$ cat src/rtl/pu_pkg.sv
package pu_pkg;

    localparam int NSLOT  = 4;
    localparam int SL_SI4 = 0;
    localparam int SL_SND = 1;
    localparam int SL_DST = 2;
    localparam int SL_CND = 3;

    // Decoded update request: which slots move and in which direction
    typedef struct packed {
        logic [NSLOT-1:0] sel;
        logic             dec;
    } upd_cmd_t;

    // True when the address is the data half of a pointer pair
    function automatic logic names_data(input int unsigned a,
                                        input int unsigned base,
                                        input int unsigned npair);
        return (a >= base) && (a < base + 2 * npair) && (((a - base) % 2) == 0);
    endfunction

    // True when the address is the pointer half of a pointer pair
    function automatic logic names_pointer(input int unsigned a,
                                           input int unsigned base,
                                           input int unsigned npair);
        return (a >= base) && (a < base + 2 * npair) && (((a - base) % 2) == 1);
    endfunction

endpackage

$ cat src/rtl/pu_decode.sv
module pu_decode
    import pu_pkg::*;
(
    input  logic       aux_i,
    input  logic [3:0] code_i,
    output upd_cmd_t   cmd_o,
    output logic       noop_o
);

    always_comb begin
        cmd_o = '0;
        if (aux_i) begin
            // immediate in first field: that field never moves
            unique case (code_i[1:0])
                2'd0: cmd_o.sel = 4'b0000;
                2'd1: cmd_o.sel = 4'b0010;
                2'd2: cmd_o.sel = 4'b0100;
                default: cmd_o.sel = 4'b1000;
            endcase
            cmd_o.dec = (code_i[1:0] == 2'd3);
            noop_o    = (code_i[1:0] == 2'd0);
        end else begin
            unique case (code_i)
                4'd0:          cmd_o.sel = 4'b0000;
                4'd1:          cmd_o.sel = 4'b0111;
                4'd2, 4'd3:    cmd_o.sel = 4'b0001;
                4'd4, 4'd5:    cmd_o.sel = 4'b0011;
                4'd6, 4'd7:    cmd_o.sel = 4'b0010;
                4'd8, 4'd9:    cmd_o.sel = 4'b0101;
                4'd10, 4'd11:  cmd_o.sel = 4'b0100;
                4'd12, 4'd13:  cmd_o.sel = 4'b0110;
                default:       cmd_o.sel = 4'b1000;
            endcase
            // even columns step down, odd columns step up
            cmd_o.dec = ~code_i[0];
            noop_o    = (code_i == 4'd0);
        end
    end

endmodule

$ cat src/rtl/pu_resolve.sv
module pu_resolve
    import pu_pkg::*;
#(
    parameter int unsigned ADDR_W    = 4,
    parameter int unsigned PAIR_BASE = 8,
    parameter int unsigned NPAIR     = 4
) (
    input  logic [NSLOT-1:0]        sel_i,
    input  logic [NSLOT*ADDR_W-1:0] fields_i,
    input  logic                    res_wr_i,
    input  logic [ADDR_W-1:0]       res_addr_i,
    output logic [NSLOT-1:0]        keep_o,
    output logic [NSLOT*ADDR_W-1:0] tgt_o,
    output logic                    clash_o
);

    logic [ADDR_W-1:0] tgt   [NSLOT];
    logic [NSLOT-1:0]  elig;
    logic [NSLOT-1:0]  clash;

    for (genvar s = 0; s < NSLOT; s++) begin : g_slot
        logic [ADDR_W-1:0] fld;
        logic              is_data;

        assign fld     = fields_i[s*ADDR_W +: ADDR_W];
        assign is_data = names_data(32'(fld), PAIR_BASE, NPAIR);
        // a data register hands its update to the pointer above it
        assign tgt[s]  = is_data ? fld + ADDR_W'(1) : fld;
        assign tgt_o[s*ADDR_W +: ADDR_W] = tgt[s];

        if (s == SL_DST) begin : g_dst
            assign elig[s] = sel_i[s] & is_data;
        end else begin : g_src
            assign elig[s] = sel_i[s];
        end

        assign clash[s] = elig[s] & res_wr_i & (tgt[s] == res_addr_i);
    end

    // keep the lowest slot per target; result write wins over all
    always_comb begin
        keep_o = '0;
        for (int s = 0; s < NSLOT; s++) begin
            keep_o[s] = elig[s] & ~clash[s];
            for (int p = 0; p < s; p++) begin
                if (keep_o[p] && (tgt[p] == tgt[s])) keep_o[s] = 1'b0;
            end
        end
    end

    assign clash_o = |clash;

endmodule

$ cat src/rtl/post_update_ctrl.sv
module post_update_ctrl
    import pu_pkg::*;
#(
    parameter int unsigned ADDR_W       = 4,
    parameter int unsigned STEP         = 4,
    parameter int unsigned DELTA_W      = 8,
    parameter int unsigned PAIR_BASE    = 8,
    parameter int unsigned NPAIR        = 4,
    parameter bit          CONFLICT_EXC = 1'b0
) (
    input  logic                      clk,
    input  logic                      rst,
    input  logic                      issue_i,
    input  logic                      ext_i,
    input  logic                      aux_i,
    input  logic [3:0]                code_i,
    input  logic [ADDR_W-1:0]         si4_i,
    input  logic [ADDR_W-1:0]         snd_i,
    input  logic [ADDR_W-1:0]         dst_i,
    input  logic [ADDR_W-1:0]         cnd_i,
    input  logic                      res_wr_i,
    input  logic [ADDR_W-1:0]         res_addr_i,
    input  logic                      pred_i,
    input  logic                      feat_en_i,
    output logic [NSLOT-1:0]          upd_vld_o,
    output logic [NSLOT*ADDR_W-1:0]   upd_addr_o,
    output logic [NSLOT*DELTA_W-1:0]  upd_delta_o,
    output logic                      exc_o
);

    localparam int FLD_W = NSLOT * ADDR_W;
    localparam logic [DELTA_W-1:0] D_INC = DELTA_W'(STEP);
    localparam logic [DELTA_W-1:0] D_DEC = DELTA_W'(0) - D_INC;

    upd_cmd_t         cmd;
    logic             noop;
    logic [NSLOT-1:0] keep;
    logic [FLD_W-1:0] tgt;
    logic             clash;
    logic             go;
    logic             apply_ok;
    logic             exc_d;

    pu_decode i_decode (
        .aux_i  (aux_i),
        .code_i (code_i),
        .cmd_o  (cmd),
        .noop_o (noop)
    );

    pu_resolve #(
        .ADDR_W    (ADDR_W),
        .PAIR_BASE (PAIR_BASE),
        .NPAIR     (NPAIR)
    ) i_resolve (
        .sel_i      (cmd.sel),
        .fields_i   ({cnd_i, dst_i, snd_i, si4_i}),
        .res_wr_i   (res_wr_i),
        .res_addr_i (res_addr_i),
        .keep_o     (keep),
        .tgt_o      (tgt),
        .clash_o    (clash)
    );

    assign go       = issue_i & ext_i;
    assign apply_ok = go & feat_en_i & pred_i & ~(CONFLICT_EXC & clash);
    assign exc_d    = go & ((~feat_en_i & ~noop) |
                            (CONFLICT_EXC & feat_en_i & pred_i & clash));

    always_ff @(posedge clk) begin
        if (rst) begin
            upd_vld_o   <= '0;
            upd_addr_o  <= '0;
            upd_delta_o <= '0;
            exc_o       <= 1'b0;
        end else begin
            upd_vld_o   <= apply_ok ? keep : '0;
            upd_addr_o  <= tgt;
            upd_delta_o <= {NSLOT{cmd.dec ? D_DEC : D_INC}};
            exc_o       <= exc_d;
        end
    end

endmodule

$ cat config.mk
export PLATFORM = sky130hd
export DESIGN_NAME = post_update_ctrl
export DESIGN_NICKNAME = d
export VERILOG_FILES = /design/src/rtl/pu_pkg.sv /design/src/rtl/pu_decode.sv /design/src/rtl/pu_resolve.sv /design/src/rtl/post_update_ctrl.sv
export SDC_FILE = /design/constraint.sdc
export NUM_CORES = 1
export LEC_CHECK = 0
export BUFFER_PORTS_ARGS = -buffer_cell sky130_fd_sc_hd__clkbuf_2
export CORE_MARGIN = 2
export CORE_UTILIZATION = 42
export CTS_CLUSTER_DIAMETER = 30
export DETAILED_ROUTE_END_ITERATION = 8
export PLACE_DENSITY_LB_ADDON = 0.08
export SLEW_MARGIN = 10
export SYNTH_ARGS = -nofsm -noshare
export SYNTH_HDL_FRONTEND = slang
export SYNTH_SLANG_ARGS = --single-unit
export TNS_END_PERCENT = 1
$ cat constraint.sdc
create_clock -name clk -period 1.7 [get_ports clk]
set_input_delay 0.51 -clock clk [delete_from_list [all_inputs] [get_ports clk]]
set_output_delay 0.51 -clock clk [all_outputs]
set_load 0.02 [all_outputs]
# Word-level counts from Yosys, hierarchy flattened

Memories as Yosys holds them, arrays and structs flattened.
Index checks and enable logic that the tools add are counted.

Word-level logic and storage cells: 86
Memories: 1
Register bits after elaboration: 53
Bits in read-only memories: 64

Order comparisons: 4
Equality and inequality tests: 13
$add $sub $neg: 8
Reductions and logical operators: 18
Bitwise operators: 26
Muxes and demuxes: 11

Memory list:

| name             | depth | bits a word | rd ports | clocked after Yosys merged registers in | write ports | RTL line        | text |
|---|---|---|---|---|---|---|---|
| (name not given) | 16    | 4           | 1        | 0                                       | 0           | pu_decode.sv:23 | `unique case (code_i)` |

Operator list:

| cell                                                                   | count |
|---|---|
| 32-bit zero test                                                       | 4 |
| 4-bit equality test                                                    | 10 |
| 1-bit AND                                                              | 18 |
| 4-bit by 1-bit adder with 4-bit output (second input constant)         | 4 |
| 4-bit greater-or-equal comparator (second input constant)              | 4 |
| 4-bit 2-to-1 mux                                                       | 4 |
| 4-bit one-hot mux with 3 select lines                                  | 1 |
| 1-bit logical AND                                                      | 10 |
| 8-bit 2-to-1 mux                                                       | 1 |
| 1-bit inverter                                                         | 8 |
| 5-bit 2-to-1 mux                                                       | 1 |
| 5-bit OR reduction                                                     | 1 |
| 2-bit equality test (second input constant)                            | 2 |
| 4-bit zero test                                                        | 1 |
| 1-bit 2-to-1 mux                                                       | 4 |
| 1-bit subtractor (second input constant)                               | 4 |
| 2-bit by 1-bit equality test with 1-bit output (second input constant) | 1 |
| 2-bit zero test                                                        | 1 |
| 2-bit OR reduction                                                     | 1 |

# Longest topological paths before layout

Gate-level depths: netlist of the first run.

Depth in word-level cells: 14
Depth in mapped cells: 8
Depth with buffers taken out: 7

# Cells and area by module

From an unflattened synthesis of the first run, not the netlist that was laid out.

Cells, all modules: 237
Area total of the unflattened synthesis: 1,974.4 um^2

By module, submodules not included:

| module           | sequential area each (um^2) | cells each | area an instance (um^2) | times used |
|---|---|---|---|---|
| pu_resolve       | 0.0                         | 130        | 959.7                   | 1 |
| post_update_ctrl | 460.4                       | 83         | 879.6                   | 1 |
| pu_decode        | 0.0                         | 24         | 135.1                   | 1 |

# Least setup slack after synthesis of the first run

OpenSTA, ideal clock, no wires.

Path kind: input port to flip-flop
Start point: in snd_i[0]
End point: reg upd_vld_o[2]
Data arrival time: 1,631 ps
Buffers on the path: 1
Cell stages on the path: 7
Required time: 1,564 ps
Slack: -67 ps
Cell sequence: buf_2 -> inv_1 -> ha_1 -> mux2i_4 -> xor2_1 -> nor3_2 -> a41oi_2

Cells in the longest elaborated chain, start to end: 11
Elaborated cells on any way between the ends: 16

RTL lines:

| item                  | RTL line               | text |
|---|---|---|
| from (decl)           | post_update_ctrl.sv:18 | `input logic [ADDR_W-1:0] snd_i,` |
| 1-bit subtractor      | pu_pkg.sv:19           | `return (a >= base) && (a < base + 2 * npair) && (((a - base) % 2) == 0);` |
| 32-bit zero test      | pu_pkg.sv:19           |  |
| 1-bit logical AND     | pu_pkg.sv:19           |  |
| 4-bit 2-to-1 mux (*)  | pu_resolve.sv:28       | `assign tgt[s] = is_data ? fld + ADDR_W'(1) : fld;` |
| 4-bit equality test   | pu_resolve.sv:37       | `assign clash[s] = elig[s] & res_wr_i & (tgt[s] == res_addr_i);` |
| 1-bit AND             | pu_resolve.sv:37       |  |
| 1-bit inverter        | pu_resolve.sv:44       | `keep_o[s] = elig[s] & ~clash[s];` |
| 1-bit AND             | pu_resolve.sv:44       |  |
| 1-bit 2-to-1 mux      | pu_resolve.sv:46       | `if (keep_o[p] && (tgt[p] == tgt[s])) keep_o[s] = 1'b0;` |
| 1-bit logical AND (*) | pu_resolve.sv:46       |  |
| 1-bit 2-to-1 mux (*)  | pu_resolve.sv:46       |  |
| to (signal assigned)  | post_update_ctrl.sv:77 | `upd_vld_o <= apply_ok ? keep : '0;` |
| to (decl)             | post_update_ctrl.sv:25 | `output logic [NSLOT-1:0] upd_vld_o,` |

Every way passes the cells marked *; elsewhere a longest branch is shown, timed or not.
A chain may end at the register's enable or synchronous reset.

# Final worst setup path of the first run

Start point: in si4_i[0]
End point: reg upd_vld_o[1]

Cells in the longest elaborated chain, start to end: 10
Elaborated cells on any way between the ends: 13

RTL lines:

| item                  | RTL line               | text |
|---|---|---|
| from (decl)           | post_update_ctrl.sv:17 | `input logic [ADDR_W-1:0] si4_i,` |
| 1-bit subtractor      | pu_pkg.sv:19           |  |
| 32-bit zero test      | pu_pkg.sv:19           |  |
| 1-bit logical AND     | pu_pkg.sv:19           |  |
| 4-bit 2-to-1 mux (*)  | pu_resolve.sv:28       |  |
| 4-bit equality test   | pu_resolve.sv:37       |  |
| 1-bit AND             | pu_resolve.sv:37       |  |
| 1-bit inverter        | pu_resolve.sv:44       |  |
| 1-bit AND             | pu_resolve.sv:44       |  |
| 1-bit logical AND (*) | pu_resolve.sv:46       |  |
| 1-bit 2-to-1 mux (*)  | pu_resolve.sv:46       |  |

Marked as above.

==> metrics.yaml, run 1 <==
ir_drop_uv: 249.2
finalSetupViolCount: 0
yosysMostFrequentCell: "buf_4"
port_buffers: 76
antenna_left: 0
cts_made_buffers: 3
initial_core_util_pct: 43.26
synth_top_family_by_area: "buffers and inverters"
core-area_um2: 3971
clkPwrFrac_pct: 24.2
synthArstFlopShare_pct: 0
synth_flop_cell: "dfxtp_1"
crit_buf_inv: 1
synth-xor-area-share_pct: 15.37
clock.fmax_mhz: 627.3
grt_pass1_vias: 1183
yosysTopAreaCellShare_pct: 26.80
min_period_ns: 1.594
chipHeight_um: 67.96
seq_area_frac_synth_pct: 26.80
synth_simple_gate_area_share_pct: 17.84
synth_compound_area_share_pct: 9.978
power.internal_uw: 932.3
cpLargestDelayFamily: "simple AND/OR/NAND/NOR gates"
power.switching_uw: 456.0
cts_buffer_depth: 2
cp_slowest_stage_delay_ns: 0.24
swShare_pct: 32.84
multi_input_area_um2: 918.4
path_cells: "clkbuf_2 -> ha_1 -> and3b_2 -> xnor3_1 -> a31oi_2 -> nand4_1 -> nand3_1 -> nor2_1"
power_density_nw_per_um2: 665.2
pre_cts_ws_ns: -0.1744
ys_top_cells_by_count: "31 x buf_4, 23 x dfxtp_1, 21 x nor2_1"
cts.sinks: 23
start_kind: "input port"
worstPathRequired_ns: 1.86
placementRows: 23
die_x_um: 67.96
io_pins: 85
ys_ff_latch: 23
drive_gt1_share_pct: 46.36
slew_violations: 0
cts-root-buf: "clkbuf_8"
cts.htree.levels: 1
grt_antenna_before_repair: 0
fillers: 397
grt_max_degree: 21
drc: 0
synth_area_leader_cell: "dfxtp_1"
synth_area_per_cell_um2: 8.901
area_growth_pct: 21.49
post-route-period-util_pct: 93.78
diodes: 0
drt_iter0_markers: 35
dr.pass1.iters: 4
regArea_um2: 461.7
cp-end-kind: "flop"
rsz0062_at_grt: "false"
ys_warn_count: 0
vias: 1405
place_hpwl_um: 2790
synthAdderAreaFrac_pct: 5.098
finalHoldViolCount: 0
track_usage_pct: 14.52
syn-cell-area_um2: 1718
drv_cap: 0
worstHoldPathType: "in2reg"
outcome: "complete, no violations"
grt_overflow_total: 0
crit_type: "in2reg"
fin_nets: 301
combPwrFrac_pct: 34.0
synth_edf_count: 0
grt_first_pass_wirelength_um: 5092
cts_tree: "done"
globalplace.congestion: 0.7910
synthMuxAreaShare_pct: 3.423
die_area_um2: 4618
crit_fanout: 4
avgViaCountPerCell: 4.518
synth.lib_cells_used.distinct: 47
wire_per_inst_um: 10.61
crit_slowest_cell: "a31oi_2"
worst_slack_ns: 0.1058
holdBufCountCts: 0
synth_area_leaders: "dfxtp_1 27%, buf_4 14%, xor2_1 7.1%, ha_1 5.1%, nor2_1 4.6%"
seqPwrFrac_pct: 41.8
final_core_util_pct: 52.55
wl_um: 3301
cp.arrival_ns: 1.75
synthCells: 193
cellLeakagePower_nw: 1.066
cts.clk_slew.worst_paths_ns: 0.08
## power by group through the flow
stage / Clock, mW / Combinational [mW] / Sequential (mW)
finish: 0.336 / 0.472 / 0.581
CTS: 0.351 / 0.477 / 0.582
floorplan: 0 / 0.331 / 0.630
global placement: 0 / 0.476 / 0.593
global route: 0.371 / 0.520 / 0.586
detailed placement: 0 / 0.476 / 0.595
## worst paths after layout
check,startpoint,end,cells after the start
setup / recovery,si4_i[0],upd_vld_o[1]$_SDFF_PP0_,8
hold / removal,feat_en_i,exc_o$_SDFF_PP0_,2
## placed cells by master, fill, tap and decap left out, types with 7 or more instances in the layout
master / netlist / routed
xnor2_1: 8 / 8
buf_4: 31 / 24
inv_1: 10 / 10
dfxtp_1: 23 / 22
ha_1: 7 / 7
nor2_1: 21 / 21
xor2_1: 14 / 14
conb_1: 1 / 8
clkbuf_2: 1 / 76
## area by class of cell
type,instances,share of cell area (%)
Multi-Input combinational cell,124,44.00
Timing Repair Buffer,100,26.86
Sequential cell,23,22.12
Tap cell,50,2.998
Clock buffer,3,1.978
Inverter,10,1.799
Clock inverter,1,0.2398
## kinds of logic after synthesis
kind of cell / count (synthesis)
simple gates: 58
buf+inv: 53
xor+xnor: 26
flops: 23
compound gates: 22
fa+ha+maj: 7
mux: 3
other cells: 1
## what timing repair did
| action | CTS | global route |
|---|---|---|
| buffers inserted | 0 | 0 |
| endpoints found under the setup margin | 20 | 0 |
| resized for setup | 1 | 0 |
## metrics by stage
| stage | power, mW | hold slack [ns] | instance area (um2) | TNS, ns | instances |
|---|---|---|---|---|---|
| 2_1_floorplan | 0.9611 | 0.5931 | 1747 | 0 | 200 |
| 3_3_place_gp | 1.069 | 0.7065 | 2039 | -0.3088 | 307 |
| 3_5_place_dp | 1.071 | 0.7018 | 2039 | -0.3462 | 307 |
| 4_1_cts | 1.410 | 0.4132 | 2087 | 0 | 311 |
| 5_1_grt | 1.477 | 0.4146 | 2087 | 0 | 311 |
| 6_report | 1.388 | 0.4184 | 2087 | 0 | 311 |
## sequential cells by signal (all words and copies together), names as in the netlist
signal / cells
exc_o: 1
upd_addr_o: 16
upd_delta_o: 2
upd_vld_o: 4
## layer usage
metal | global-route usage [%] | share of wire, % | up-vias
li1 | - | - | 725
met1 | 18.81 | 45 | 625
met2 | 24.39 | 47 | 53
met3 | 2.138 | 7.5 | 2
met4 | 5.250 | 0.58 | 0
met5 | 0 | 0 | -
Power figures use the tool's default switching activity.
==> inputs of run 2 (changes only) <==
- CTS_BUF_LIST: not set -> sky130_fd_sc_hd__clkbuf_16
==> metrics.yaml, run 2 (synthesis gave the netlist of run 1 again) <==
regMostFlops: "upd_addr_o"
mostFrequentLayoutCell: "clkbuf_2"
dpl.cell_count: 307  # unchanged
post-route-period-util_pct: 94.45  # +0.67 points
clock.fmax_mhz: 622.8  # -0.71%
grt_first_pass_wirelength_um: 5126  # +0.67%
cpLargestDelayFamily: "simple AND/OR/NAND/NOR gates"
pre_cts_ws_ns: -0.1744  # unchanged
min_period_ns: 1.606  # +0.01139 ns
diodes: 0  # unchanged
core-area_um2: 3971  # unchanged
cts.sinks: 23  # unchanged
finalSetupTns_ns: 0  # unchanged
power_density_nw_per_um2: 734.9  # +10%
regArea_um2: 461.7  # unchanged
cts_buffer_depth: 2  # unchanged
fillers: 390  # -1.8%
drive_gt1_share_pct: 46.36  # unchanged
track_usage_pct: 14.56  # +0.034 points
cts-root-buf: "clkbuf_16"
grt_max_degree: 21  # unchanged
wire_per_inst_um: 10.62  # about the same
start_kind: "input port"
worstPathRequired_ns: 1.85  # about the same
worstHoldStart: "feat_en_i"
place_hpwl_um: 2790  # unchanged
holdPathEnd: "exc_o$_SDFF_PP0_"
cp.arrival_ns: 1.75  # about the same
cp-end-kind: "flop"
io_pins: 85  # unchanged
drc: 0  # unchanged
reg.largest.list: "upd_addr_o: 16 flops, upd_vld_o: 4 flops, upd_delta_o: 2 flops"
path_cells: "clkbuf_2 -> ha_1 -> and3b_2 -> xnor3_1 -> a31oi_2 -> nand4_1 -> nand3_1 -> nor2_1"
final_cells: 311  # unchanged
rsz0062_at_grt: "false"
initial_core_util_pct: 43.26  # unchanged
finalHoldViolCount: 0  # unchanged
die_area_um2: 4618  # unchanged
cts.htree.levels: 1  # unchanged
dr.pass1.iters: 4  # unchanged
grt_overflow_total: 0  # unchanged
fin_nets: 301  # unchanged
avgViaCountPerCell: 4.540  # +0.50%
cp_slowest_stage_delay_ns: 0.24  # about the same
outcome: "complete, no violations"
ir_drop_uv: 509.8  # +100%
crit_fanout: 4  # unchanged
drv_cap: 0  # unchanged
place_area_um2: 2039  # unchanged
globalplace.congestion: 0.7910  # unchanged
crit_buf_inv: 1  # unchanged
vias: 1412  # +0.50%
multi_input_area_um2: 918.4  # unchanged
die_x_um: 67.96  # unchanged
port_buffers: 76  # unchanged
finalSetupViolCount: 0  # unchanged
grt_pass1_vias: 1190  # +0.59%
worstHoldPathType: "in2reg"
worst_slack_ns: 0.09441  # -0.01139 ns
crit_slowest_cell: "a31oi_2"
grt_antenna_before_repair: 0  # unchanged
post_cts_buffers: 0  # unchanged
drt_iter0_markers: 46  # +31%
chipHeight_um: 67.96  # unchanged
antenna_left: 0  # unchanged
holdPathStages: 2  # unchanged
holdBufCountCts: 0  # unchanged
cts_tree: "done"
slew_violations: 0  # unchanged
crit_type: "in2reg"
placementRows: 23  # unchanged
largest_reg_flops: 16  # unchanged
wl_um: 3304  # about the same
final_cell_area_um2: 2121  # +1.6%
cts_made_buffers: 3  # unchanged
cellLeakagePower_nw: 1.081  # +1.4%
final_cell_mix: "76 x clkbuf_2, 24 x buf_4, 22 x dfxtp_1, 21 x nor2_1, 14 x xor2_1"
area_growth_pct: 23.45
cts.clk_slew.worst_paths_ns: 0.06  # -0.02 ns
final_core_util_pct: 53.40  # +0.85 points
-- run 2: changes by cell type in the layout (fill, tap and decap cells not counted) --
cell / previous run / this run
clkbuf_16: 0 / 3
clkbuf_8: 3 / 0
-- run 2: layer usage --
layer | part of all wire [%] | track usage (%)
met4 | 0.85 | 4.500
met5 | 0 | 0
met3 | 7.9 | 2.138
met1 | 45 | 18.91
met2 | 46 | 24.76
-- run 2: worst max-delay path by stage --
stage	startpoint	to	slack, ns	cells past startpoint
after global placement	snd_i[0]	upd_vld_o[2]$_SDFF_PP0_	-0.17	7
after global routing	snd_i[0]	upd_vld_o[2]$_SDFF_PP0_	0.01	7
final	si4_i[0]	upd_vld_o[1]$_SDFF_PP0_	0.09	8
after floorplan	snd_i[0]	upd_vld_o[1]$_SDFF_PP0_	0.006	8
after detailed placement	si4_i[0]	upd_vld_o[1]$_SDFF_PP0_	-0.17	8
after CTS	si4_i[0]	upd_vld_o[1]$_SDFF_PP0_	0.09	8
-- run 2: area by class of cell --
class | count | share of cell area (%)
multi-input combinational | 124 | 43.30
timing repair buffer | 100 | 26.43
sequential | 23 | 21.77
clock buffer | 3 | 3.540
tap | 50 | 2.950
inverter | 10 | 1.770
clock inverter | 1 | 0.2360
-- run 2: report_power, final --
part / internal (mW) / total, mW / leakage, nW / switching, mW
clock: 0.316 / 0.505 / 0.0409 / 0.189
combinational: 0.202 / 0.472 / 0.849 / 0.270
sequential: 0.568 / 0.582 / 0.191 / 0.0137
-- run 2: what timing repair did --
| item | in CTS | in global routing |
|---|---|---|
| resized for setup | 1 | 0 |
| endpoints found under the setup margin | 20 | 0 |
| hold endpoints to repair | 0 | 0 |
-- run 2: metrics by stage --
stage | total power [mW] | hold slack, ns
2_1_floorplan | 0.9611 | 0.5931
3_3_place_gp | 1.069 | 0.7065
3_5_place_dp | 1.071 | 0.7018
4_1_cts | 1.579 | 0.4297
5_1_grt | 1.648 | 0.4327
6_report | 1.559 | 0.4306
